===== config.mk =====
export PLATFORM = sky130hd
export DESIGN_NAME = pair_issue_unit
export DESIGN_NICKNAME = d
export VERILOG_FILES = /design/src/rtl/pair_pkg.sv /design/src/rtl/pair_matrix.sv /design/src/rtl/pair_ctrl.sv /design/src/rtl/pair_issue_unit.sv
export SDC_FILE = /design/constraint.sdc
export NUM_CORES = 1
export LEC_CHECK = 0
export BUFFER_PORTS_ARGS = -buffer_cell sky130_fd_sc_hd__clkbuf_2
export CELL_PAD_IN_SITES_DETAIL_PLACEMENT = 2
export CELL_PAD_IN_SITES_GLOBAL_PLACEMENT = 2
export CORE_AREA = 10 10 47 49
export DETAILED_ROUTE_END_ITERATION = 12
export DIE_AREA = 0 0 57 59
export GPL_ROUTABILITY_DRIVEN = 0
export PLACE_DENSITY = 0.61
export REMOVE_ABC_BUFFERS = 1
export SLEW_MARGIN = 15
export SYNTH_ARGS = -nofsm -noshare
export SYNTH_HDL_FRONTEND = slang
export SYNTH_SLANG_ARGS = --single-unit
export TNS_END_PERCENT = 30

===== constraint.sdc =====
create_clock -name vclk -period 1.9
set_clock_uncertainty 0.1 [all_clocks]
set_input_delay 0.285 -clock vclk [all_inputs]
set_output_delay 0.285 -clock vclk [all_outputs]
set_load 0.01 [all_outputs]

===== src/rtl/pair_pkg.sv =====
package pair_pkg;
  localparam int CLS_W   = 4;
  localparam int NUM_CLS = 9;

  // Class codes
  localparam int C_FLOP  = 0;
  localparam int C_LDST  = 1;
  localparam int C_ALU   = 2;
  localparam int C_SHIFT = 3;
  localparam int C_NULL  = 4;
  localparam int C_BVBE  = 5;
  localparam int C_BR    = 6;
  localparam int C_FTST  = 7;
  localparam int C_SYS   = 8;

  typedef struct packed {
    logic       issueOld;
    logic       issueYoung;
    logic [1:0] taken;
  } issueStrobes_t;

  // Row of the ordered compatibility table: younger classes allowed after 'older'
  function automatic logic [NUM_CLS-1:0] youngMask(input int unsigned older);
    logic [NUM_CLS-1:0] m;
    m = '0;
    case (older)
      C_FLOP: begin
        m[C_LDST] = 1'b1; m[C_ALU] = 1'b1; m[C_SHIFT] = 1'b1;
        m[C_NULL] = 1'b1; m[C_BVBE] = 1'b1; m[C_BR] = 1'b1;
      end
      C_LDST: begin
        m[C_FLOP] = 1'b1; m[C_ALU] = 1'b1; m[C_SHIFT] = 1'b1;
        m[C_NULL] = 1'b1; m[C_BR] = 1'b1;
      end
      C_ALU: begin
        m[C_FLOP] = 1'b1; m[C_LDST] = 1'b1; m[C_ALU] = 1'b1; m[C_SHIFT] = 1'b1;
        m[C_NULL] = 1'b1; m[C_BR] = 1'b1; m[C_FTST] = 1'b1;
      end
      C_SHIFT: begin
        m[C_FLOP] = 1'b1; m[C_LDST] = 1'b1; m[C_ALU] = 1'b1; m[C_FTST] = 1'b1;
      end
      C_NULL: m[C_FLOP] = 1'b1;
      default: m = '0;
    endcase
    return m;
  endfunction
endpackage


===== src/rtl/pair_matrix.sv =====
module pair_matrix
  import pair_pkg::*;
#(
  parameter int CLS_W = pair_pkg::CLS_W
) (
  input  logic [CLS_W-1:0] oldClass,
  input  logic [CLS_W-1:0] youngClass,
  input  logic             dwPair,
  output logic             compat
);
  logic [NUM_CLS-1:0] rowMask;
  logic [NUM_CLS-1:0] youngHit;
  logic               memPair;

  always_comb rowMask = youngMask(32'(oldClass));

  // one comparator per defined class; undefined younger codes match nothing
  for (genvar k = 0; k < NUM_CLS; k++) begin : g_hit
    assign youngHit[k] = rowMask[k] && (youngClass == CLS_W'(k));
  end

  assign memPair = (oldClass == CLS_W'(C_LDST)) && (youngClass == CLS_W'(C_LDST));
  assign compat  = (|youngHit) || (memPair && dwPair);
endmodule


===== src/rtl/pair_ctrl.sv =====
module pair_ctrl
  import pair_pkg::*;
(
  input  logic          oldValid,
  input  logic          youngValid,
  input  logic          stall,
  input  logic          compat,
  output issueStrobes_t strobes
);
  always_comb begin
    strobes.issueOld   = oldValid && !stall;
    strobes.issueYoung = strobes.issueOld && youngValid && compat;
    strobes.taken      = 2'(strobes.issueOld) + 2'(strobes.issueYoung);
  end
endmodule


===== src/rtl/pair_issue_unit.sv =====
module pair_issue_unit
  import pair_pkg::*;
#(
  parameter int CLS_W = pair_pkg::CLS_W
) (
  input  logic             oldValid,
  input  logic [CLS_W-1:0] oldClass,
  input  logic             youngValid,
  input  logic [CLS_W-1:0] youngClass,
  input  logic             dwPair,
  input  logic             stall,
  output logic             issueOld,
  output logic             issueYoung,
  output logic [1:0]       consumed
);
  logic          compat;
  issueStrobes_t strobes;

  pair_matrix #(.CLS_W(CLS_W)) u_matrix (
    .oldClass  (oldClass),
    .youngClass(youngClass),
    .dwPair    (dwPair),
    .compat    (compat)
  );

  pair_ctrl u_ctrl (
    .oldValid  (oldValid),
    .youngValid(youngValid),
    .stall     (stall),
    .compat    (compat),
    .strobes   (strobes)
  );

  assign issueOld   = strobes.issueOld;
  assign issueYoung = strobes.issueYoung;
  assign consumed   = strobes.taken;
endmodule


# Word-level counts from Yosys, hierarchy flattened
# Cells that the tools add are included.
[op_classes]
addsub = 1
n_eq_ne = 11
n_reduce_logical = 23
n_mux = 7
[op_table]
columns = ["operator", "n"]
rows = [
  ["$eq 4x3->1 const B", 5],
  ["$eq 4x2->1 const B", 4],
  ["$logic_and 1x1->1", 13],
  ["$eq 4x1->1 const B", 2],
  ["$logic_not 4->1", 2],
  ["$reduce_or 4->1", 2],
  ["$reduce_or 8->1", 1],
  ["$mux 1", 6],
  ["$reduce_or 3->1", 2],
  ["$add 1x1->2", 1],
  ["$mux 2", 1],
  ["$reduce_or 2->1", 1],
  ["$logic_not 1->1", 1],
  ["$logic_or 1x1->1", 1],
]
[word_totals]
ff_bits = 0

# Longest topological paths before layout
# Gate-level depths: netlist (run 1).
[logic_depth]
depth_word = 8
ltp_mapped = 5
ltp_nobuf = 5

# Cells and area by module
# From an unflattened synthesis (run 1), not the netlist that was laid out.
[unflattened]
cells_unflattened = 15
area_unflattened_um2 = 128.9
[by_module_without_submodules]
columns = ["mod", "instances", "area_each_um2", "cells_per_inst", "seq_area_each_um2"]
rows = [
  ["pair_matrix", 1, 97.6, 12, 0.0],
  ["pair_ctrl", 1, 31.3, 3, 0.0],
]

# Worst setup path after synthesis (run 1)
# OpenSTA, ideal clock, no wires.
[synth_timing]
path_kind = "input port to output port"
from = "input oldValid"
to = "output consumed[0]"
path_buffers = 0
arrival_time_ps = 1376
path_slack_ps = 139
cell_stages = 5
path_cell_list = "nor2b_1 and4b_1 nand4_1 nor2_1 ha_1"
[synth_between]
elab_chain_cells = 4
[synth_rtl]
columns = ["element", "line", "source"]
rows = [
  ["from (decl)", "pair_issue_unit.sv:6", "input logic oldValid,"],
  ["$logic_and 1x1->1", "pair_ctrl.sv:11", "strobes.issueOld = oldValid && !stall;"],
  ["$logic_and 1x1->1 (2 in series)", "pair_ctrl.sv:12", "strobes.issueYoung = strobes.issueOld && youngValid && compat;"],
  ["via issueYoung", "pair_issue_unit.sv:13", "output logic issueYoung,"],
  ["$add 1x1->2", "pair_ctrl.sv:13", "strobes.taken = 2'(strobes.issueOld) + 2'(strobes.issueYoung);"],
  ["to (decl)", "pair_issue_unit.sv:14", "output logic [1:0] consumed"],
]
# The timed path passes the listed nets, and every way through them passes these cells.

# Final worst setup path (run 1)
[layout_timing]
from = "input oldClass[1]"
to = "output consumed[0]"
[layout_between]
elab_chain_cells = 8
word_cells_on_any_way = 31
classes_between = "add/sub (1); eq/ne (4); mux (7); reduce/logical (19)"
[layout_rtl]
columns = ["element", "line", "source"]
rows = [
  ["from (decl)", "pair_issue_unit.sv:7", "input logic [CLS_W-1:0] oldClass,"],
  ["$eq 4x3->1, or another cell as far along", "pair_pkg.sv:26", "case (older)"],
  ["$reduce_or 4->1 (no source line), or another cell as far along", "n/a", ""],
  ["$mux 1 or $mux 2 (tied branches)", "pair_pkg.sv:26", ""],
  ["$logic_and 1x1->1", "pair_matrix.sv:19", "assign youngHit[k] = rowMask[k] && (youngClass == CLS_W'(k));"],
  ["$reduce_or 8->1", "pair_matrix.sv:23", "assign compat = (|youngHit) || (memPair && dwPair);"],
  ["$logic_or 1x1->1 (*)", "pair_matrix.sv:23", ""],
  ["$logic_and 1x1->1 (*)", "pair_ctrl.sv:12", ""],
  ["$add 1x1->2 (*)", "pair_ctrl.sv:13", ""],
]
# Mark *: on every way between the ends. The rest lies on a longest branch, timed or not.

==> results.md, run 1 <==
- Fin crit share: 0.9408
- Clock buffers: 0
- Max FO, Critical Path: 7
- Final Non-Filler Cells: 51
- Largest net degree at the start of global routing: 8
- Vias per cell: 4.471
- Fin nets: 50
- Outcome: finished, final reports clean
- Via Count: 228
- Share of cells above drive strength 1: 0.5714
- Number of global-route vias before repair: 222
- Syn avg cell area: 6.673 um^2
- DRC: 0
- Cts hold-fix bufs: 0
- Simple-gate share of the synthesized area: 0.5729
- CP Data Required Time: 1.51 ns
- Register area share after synthesis: 0
- DP HPWL: 564.2 um
- PwrDens: 156.0 nW/um^2
- Final setup TNS: 0 ns
- Peak Freq: 559.4 MHz
- Post-Synthesis Cell Area: 120.1 um^2
- CP arrival: 1.40 ns
- Final min period: 1.788 ns
- Pre-antenna DRT Iters: 1
- Sequential cell fraction of total power: 0
- Initial Util: 0.08571
- RSZ-0062 raised after global routing: false
- CP startpoint kind: input port
- Post-placement cell count: 51
- Slew at the pin closest to its max-slew limit: 0.2292 ns
- Antenna violations before repair: 0
- Relative slew slack: 0.8459
- Num rows: 14
- Synth unique cells: 15
- WL final: 652 um
- Hold Violations, Final: 0
- Combinational share of power: 1.000
- Critical path class: input port to output pin
- Switching power: 0.01909 mW
- Die Footprint: 3363 um^2
- Slew Viols, Final: 0
- Tightest Hold Check Type: input port to output pin
- First-pass GRT wire length: 1014 um
- Setup WS post-layout: 0.1124 ns
- Yosys warnings: 0
- Net Sw Frac: 0.5013
- Synth-to-layout area growth: 103.1%
- GR Util All Layers: 0.03323
- Die width: 57 um
- CP endpoint kind: output pin
- Multiplexer area fraction after synthesis: 0
- Die Height: 59 um
- Clk pwr share: 0
- XOR/XNOR Fraction of Synth Area: 0
- IO Pins: 16
- IO buf count: 16
- Max_cap viols: 0
- Gate count of the mapped netlist: 18
- Antenna cell count: 0
- Final setup vio count: 0
- Routed WL per cell: 12.78 um
- Main combinational cell family by area after synthesis: simple AND/OR/NAND/NOR gates
- Int Pwr: 0.01899 mW
- Antenna-violating nets left: 0
- Synth Area in Compound Gates: 0.2917
- Synth Area in Adders: 0.1042
- Seq cells: 0
- Setup WS pre-CTS: 0.1008 ns
- DRT iter0 DRCs: 0
- Core area: 1401 um^2
- FF/Latch Area: 0 um^2
- Max VDD drop: 0.00002953 V
- Gr ovfl total: 0
- Leak: 0.1221 nW
==> critical path: stages <==
cell and delay [ns]:
clkbuf_2 0.15, and3b_1 0.20, o21ai_1 0.12, nand4_1 0.10, nor2_1 0.16, ha_1 0.25
clkbuf_2 0.13
==> layer usage <==
layer | up-vias | track usage | share of wire
li1 | 110 | - | -
met1 | 106 | 0.03550 | 0.33
met2 | 12 | 0.06047 | 0.53
met3 | 0 | 0.01717 | 0.13
met4 | 0 | 0 | 0
met5 | - | 0 | 0
==> Yosys cell counts, drive strengths merged <==
master / instances / area, um^2
o21ai: 3 / 15.01
nand4: 2 / 12.51
nor2: 2 / 7.510
a21oi: 1 / 5.000
a2bb2oi: 1 / 8.760
a31oi: 1 / 6.260
and3b: 1 / 8.760
and4b: 1 / 10.01
ha: 1 / 12.51
inv: 1 / 3.750
nand4b: 1 / 8.760
nor2b: 1 / 6.260
nor4: 1 / 6.260
nor4b: 1 / 8.760
==> cells in the final DEF (no fill, tap or decap) <==
| cell type | instances |
|---|---|
| clkbuf_2 | 16 |
| o21ai_0 | 2 |
| nand4_1 | 2 |
| nor2_1 | 2 |
| nor2b_1 | 1 |
| a21oi_2 | 1 |
| and4b_1 | 1 |
| nand4b_1 | 1 |
| nor4b_2 | 1 |
| and3b_1 | 1 |
| o21ai_1 | 1 |
| inv_1 | 1 |
| a31oi_1 | 1 |
| nor4_2 | 1 |
| a2bb2oi_1 | 1 |
| ha_1 | 1 |
| buf_4 | 1 |
==> power by group through the flow <==
| stage | sequential [mW] | combinational (mW) | clock [mW] |
|---|---|---|---|
| detailed placement | 0 | 0.0358 | 0 |
| global route | 0 | 0.0433 | 0 |
| global placement | 0 | 0.0353 | 0 |
| CTS | 0 | 0.0358 | 0 |
| floorplan | 0 | 0.0120 | 0 |
| finish | 0 | 0.0381 | 0 |
==> cell type report <==
type               count  area [um^2]
fillers              185         1157
multi-input cells     17        132.6
repair buffers        17        87.58
well taps             16        20.02
inverters              1        3.754
==> repair_timing <==
item,CTS,global route
endpoints found under the setup margin,0,1
endpoints found under the hold margin,0,0
setup buffers,0,0
resized for setup,0,3
==> metrics by stage <==
step             util  power, mW  hold WS [ns]  cell area, um^2
5_1_grt        0.1741    0.04332        0.8835            244.0
4_1_cts        0.1625    0.03581        0.8405            227.7
3_5_place_dp   0.1625    0.03580        0.8396            227.7
3_3_place_gp   0.1625    0.03527        0.8358            227.7
2_1_floorplan       -    0.01204        0.5307            120.1
6_report       0.1741    0.03807        0.8360            244.0
==> worst paths after layout <==
path | startpoint | endpoint | slack [ns] | cells past startpoint
worst min-delay path | stall | issueOld | 0.84 | 4
worst max-delay path | oldClass[1] | consumed[0] | 0.11 | 7
==> kinds of logic after synthesis <==
| family | Yosys count |
|---|---|
| AND/OR/NAND/NOR | 10 |
| adder cells (fa/ha/maj) | 1 |
| AO/OA/AOI/OAI | 6 |
| buffers and inverters | 1 |
Note: power is estimated with default switching activity, not from simulation.
==> inputs of run 2 (changes only) <==
Settings changed: CELL_PAD_IN_SITES_DETAIL_PLACEMENT 2 to 0.
==> results.md, run 2 (synthesis gave the netlist of run 1 again) <==
- Num rows: 14 (unchanged)
- PwrDens: 152.0 nW/um^2 (was 156.0 nW/um^2)
- Antenna violations before repair: 0 (unchanged)
- Max VDD drop: 0.00002659 V (was 0.00002953 V)
- Via Count: 208 (was 228)
- Hold_sp: stall (unchanged)
- Relative slew slack: 0.8451 (was 0.8459)
- Initial Util: 0.08571 (unchanged)
- CP Data Required Time: 1.51 ns (about the same)
- Slew at the pin closest to its max-slew limit: 0.2303 ns (was 0.2292 ns)
- Final setup TNS: 0 ns (unchanged)
- CP arrival: 1.38 ns (was 1.40 ns)
- Hold Violations, Final: 0 (unchanged)
- Vias per cell: 4.078 (was 4.471)
- Total design power: 0.03596 mW (was 0.03807 mW)
- Tightest Hold Check Type: input port to output pin (unchanged)
- CP endpoint kind: output pin (unchanged)
- Die Height: 59 um (unchanged)
- Slew Viols, Final: 0 (unchanged)
- DRC: 0 (unchanged)
- Antenna cell count: 0 (unchanged)
- Commonest non-fill, non-tap cell in the layout: clkbuf_2 (unchanged)
- Final hold slack: 0.8319 ns (was 0.8360 ns)
- IO buf count: 16 (unchanged)
- Largest net degree at the start of global routing: 8 (unchanged)
- Final instance area: 236.5 um^2 (was 244.0 um^2)
- Max FO, Critical Path: 7 (unchanged)
- Setup WS pre-CTS: 0.1146 ns (was 0.1008 ns)
- Cts hold-fix bufs: 0 (unchanged)
- FF/Latch Area: 0 um^2 (unchanged)
- Seq cells: 0 (unchanged)
- Share of cells above drive strength 1: 0.5429 (was 0.5714)
- Fin crit share: 0.9274 (was 0.9408)
- Die width: 57 um (unchanged)
- Max_cap viols: 0 (unchanged)
- Commonest non-fill, non-tap cells in the layout: clkbuf_2, o21ai_0, nand4_1 (was clkbuf_2, o21ai_0, nand4_1, nor2_1)
- DRT iter0 DRCs: 1 (was 0)
- Die Footprint: 3363 um^2 (unchanged)
- Peak Freq: 567.5 MHz (was 559.4 MHz)
- Critical path class: input port to output pin (unchanged)
- GR Util All Layers: 0.02935 (was 0.03323)
- Pre-antenna DRT Iters: 2 (was 1)
- Hold Crit Depth: 4 (unchanged)
- Final setup vio count: 0 (unchanged)
- CP startpoint kind: input port (unchanged)
- Clock buffers: 0 (unchanged)
- Routed WL per cell: 11.24 um (was 12.78 um)
- Number of global-route vias before repair: 203 (was 222)
- Setup WS post-layout: 0.1380 ns (was 0.1124 ns)
- RSZ-0062 raised after global routing: false (unchanged)
- Leak: 0.1212 nW (was 0.1221 nW)
- Synth-to-layout area growth: 96.88% (was 103.1%)
- IO Pins: 16 (unchanged)
- WL final: 573 um (was 652 um)
- Outcome: finished, final reports clean (unchanged)
- Worst hold endpoint: issueOld (unchanged)
- Dpl cell area: 227.7 um^2 (unchanged)
- Fin nets: 50 (unchanged)
- Final min period: 1.762 ns (was 1.788 ns)
- DP HPWL: 520.2 um (was 564.2 um)
- Antenna-violating nets left: 0 (unchanged)
- Core area: 1401 um^2 (unchanged)
- Gr ovfl total: 0 (unchanged)
- First-pass GRT wire length: 897 um (was 1014 um)
run 2: cell counts in the layout (fill, tap and decap cells not counted):
Identical to the previous run, type by type.
run 2: power breakdown:
group | internal [mW] | total [mW] | leakage [nW] | switching (mW)
Clock | 0 | 0 | 0 | 0
Sequential | 0 | 0 | 0 | 0
Combinational | 0.0185 | 0.0360 | 0.121 | 0.0175
Total | 0.0185 | 0.0360 | 0.121 | 0.0175
run 2: timing repair:
action / 4_1_cts / 5_1_grt
endpoints found under the setup margin: 0 / 1
resized for setup: 0 / 2
setup buffers: 0 / 0
hold endpoints to repair: 0 / 0
run 2: layout make-up:
class	count	area, um^2
fillers	171	1165
multi-input cells	17	125.1
repair buffers	17	87.58
well taps	16	20.02
inverters	1	3.754
run 2: metal layers:
layer,wire [um],track usage,up-vias,part of all wire
met4,0,0,0,0
met3,108,0.02146,0,0.19
met5,0,0,-,0
met1,189,0.03195,87,0.33
met2,275,0.04806,8,0.48
li1,-,-,113,-
run 2: worst max path at each step:
stage | slack (ns) | startpoint | end | depth (start not counted)
2_1_floorplan | 0.14 | oldValid | consumed[0] | 5
3_3_place_gp | 0.12 | oldClass[1] | consumed[0] | 7
3_5_place_dp | 0.11 | oldClass[1] | consumed[0] | 7
4_1_cts | 0.11 | oldClass[1] | consumed[0] | 7
5_1_grt | 0.005 | oldClass[1] | consumed[0] | 7
6_report | 0.14 | oldClass[1] | consumed[0] | 7
run 2: per-stage QoR:
step                utilization  instances
finish                   0.1688         51
global route             0.1688         51
CTS                      0.1625         51
detailed placement       0.1625         51
global placement         0.1625         51
floorplan                     -         18
run 2: critical path, stage by stage:
cell and delay, ns:
clkbuf_2 0.14, and3b_1 0.20, o21ai_1 0.13, nand4_1 0.12
nor2_2 0.14, ha_1 0.23, clkbuf_2 0.13
==> inputs of run 3 (changes only) <==
Settings changed: BUFFER_PORTS_ARGS -buffer_cell sky130_fd_sc_hd__clkbuf_2 to -buffer_cell sky130_fd_sc_hd__buf_2.
==> results.md, run 3 (synthesis gave the netlist of run 1 again) <==
- Outcome: finished, final reports clean (unchanged)
- Combinational share of power: 1.000 (about the same)
- CP startpoint kind: input port (unchanged)
- Critical path class: input port to output pin (unchanged)
- IO Pins: 16 (unchanged)
- Fin nets: 50 (unchanged)
- Clk pwr share: 0 (about the same)
- Commonest non-fill, non-tap cell in the layout: buf_2 (was clkbuf_2)
- Net Sw Frac: 0.4786 (was 0.4858)
- Slew at the pin closest to its max-slew limit: 0.2467 ns (was 0.2303 ns)
- Final hold slack: 0.8432 ns (was 0.8319 ns)
- Antenna cell count: 0 (unchanged)
- Final min period: 1.774 ns (was 1.762 ns)
- Dpl cell area: 227.7 um^2 (unchanged)
- GR Util All Layers: 0.02892 (was 0.02935)
- Antenna-violating nets left: 0 (unchanged)
- Pre-antenna DRT Iters: 2 (unchanged)
- Hold Violations, Final: 0 (unchanged)
- Tightest Hold Check Type: input port to output pin (unchanged)
- Die width: 57 um (unchanged)
- # resized after CTS: 0 (unchanged)
- DRT iter0 DRCs: 1 (unchanged)
- Post-placement cell count: 51 (unchanged)
- DP HPWL: 517.2 um (was 520.2 um)
- Int Pwr: 0.01810 mW (was 0.01849 mW)
- Number of global-route vias before repair: 189 (was 203)
- Fin crit share: 0.9335 (was 0.9274)
- Die Height: 59 um (unchanged)
- Slew Viols, Final: 0 (unchanged)
- First-pass GRT wire length: 876 um (was 897 um)
- Largest net degree at the start of global routing: 8 (unchanged)
- Die Footprint: 3363 um^2 (unchanged)
- Synth-to-layout area growth: 89.58% (was 96.88%)
- Final Non-Filler Cells: 51 (unchanged)
- FF/Latch Area: 0 um^2 (unchanged)
- Initial Util: 0.08571 (unchanged)
- Final instance area: 227.7 um^2 (was 236.5 um^2)
- Seq cells: 0 (unchanged)
- Peak Freq: 563.8 MHz (was 567.5 MHz)
- Share of cells above drive strength 1: 0.4857 (was 0.5429)
- Routed WL per cell: 10.94 um (was 11.24 um)
- Antenna violations before repair: 0 (unchanged)
- Setup bufs post-CTS: 0 (unchanged)
- Gr ovfl total: 0 (unchanged)
- Total design power: 0.03471 mW (was 0.03596 mW)
- Clock buffers: 0 (unchanged)
- Final setup vio count: 0 (unchanged)
- Final setup TNS: 0 ns (unchanged)
- CP Data Required Time: 1.51 ns (about the same)
- DRC: 0 (unchanged)
- IO buf count: 16 (unchanged)
- Switching power: 0.01661 mW (was 0.01747 mW)
- Core area: 1401 um^2 (unchanged)
- Commonest non-fill, non-tap cells in the layout: buf_2, o21ai_0, nand4_1, nor2_1 (was clkbuf_2, o21ai_0, nand4_1)
- Cts hold-fix bufs: 0 (unchanged)
- Max VDD drop: 0.00002912 V (was 0.00002659 V)
- Vias per cell: 4.157 (was 4.078)
- WL final: 558 um (was 573 um)
- CP arrival: 1.39 ns (was 1.38 ns)
- Max FO, Critical Path: 7 (unchanged)
- Via Count: 212 (was 208)
- Max_cap viols: 0 (unchanged)
- Relative slew slack: 0.8332 (was 0.8451)
- RSZ-0062 raised after global routing: false (unchanged)
- Num rows: 14 (unchanged)
- PwrDens: 152.4 nW/um^2 (was 152.0 nW/um^2)
- Sequential cell fraction of total power: 0 (about the same)
- Leak: 0.1201 nW (was 0.1212 nW)
- CP endpoint kind: output pin (unchanged)
[run 3: final timing paths]
path                        start          end  slack [ns]  cells after the start
worst max-delay path  oldClass[1]  consumed[0]        0.13                      7
worst min-delay path        stall     issueOld        0.84                      4
[run 3: area by class of cell]
type | instances | area [um^2]
Fill cell | 177 | 1174
Multi-Input combinational cell | 17 | 116.4
Timing Repair Buffer | 17 | 87.58
Tap cell | 16 | 20.02
Inverter | 1 | 3.754
[run 3: power groups by stage]
stage	registers, mW	clock network [mW]	logic (mW)
final	0	0	0.0347
after detailed placement	0	0	0.0354
after global placement	0	0	0.0353
after global routing	0	0	0.0397
after floorplan	0	0	0.0120
after CTS	0	0	0.0355
[run 3: worst max-delay path, cell delays in order]
cell     delay (ns)
buf_2          0.14
nor4b_1        0.30
o21ai_1        0.11
nand4_1        0.09
nor2_1         0.06
ha_1           0.27
buf_2          0.14
[run 3: through the flow]
step                      setup slack, ns    util
after detailed placement           0.1100  0.1625
final                              0.1263  0.1625
after floorplan                    0.1393       -
after global routing              0.02980  0.1625
after global placement             0.1263  0.1625
after CTS                          0.1086  0.1625
[run 3: routing by layer]
| metal | share of wire | track usage | wire (um) | up-vias |
|---|---|---|---|---|
| met5 | 0 | 0 | 0 | - |
| met4 | 0 | 0 | 0 | 0 |
| met3 | 0.16 | 0.01717 | 92 | 0 |
| met2 | 0.48 | 0.04651 | 268 | 8 |
| met1 | 0.35 | 0.03432 | 198 | 94 |
| li1 | - | - | - | 110 |
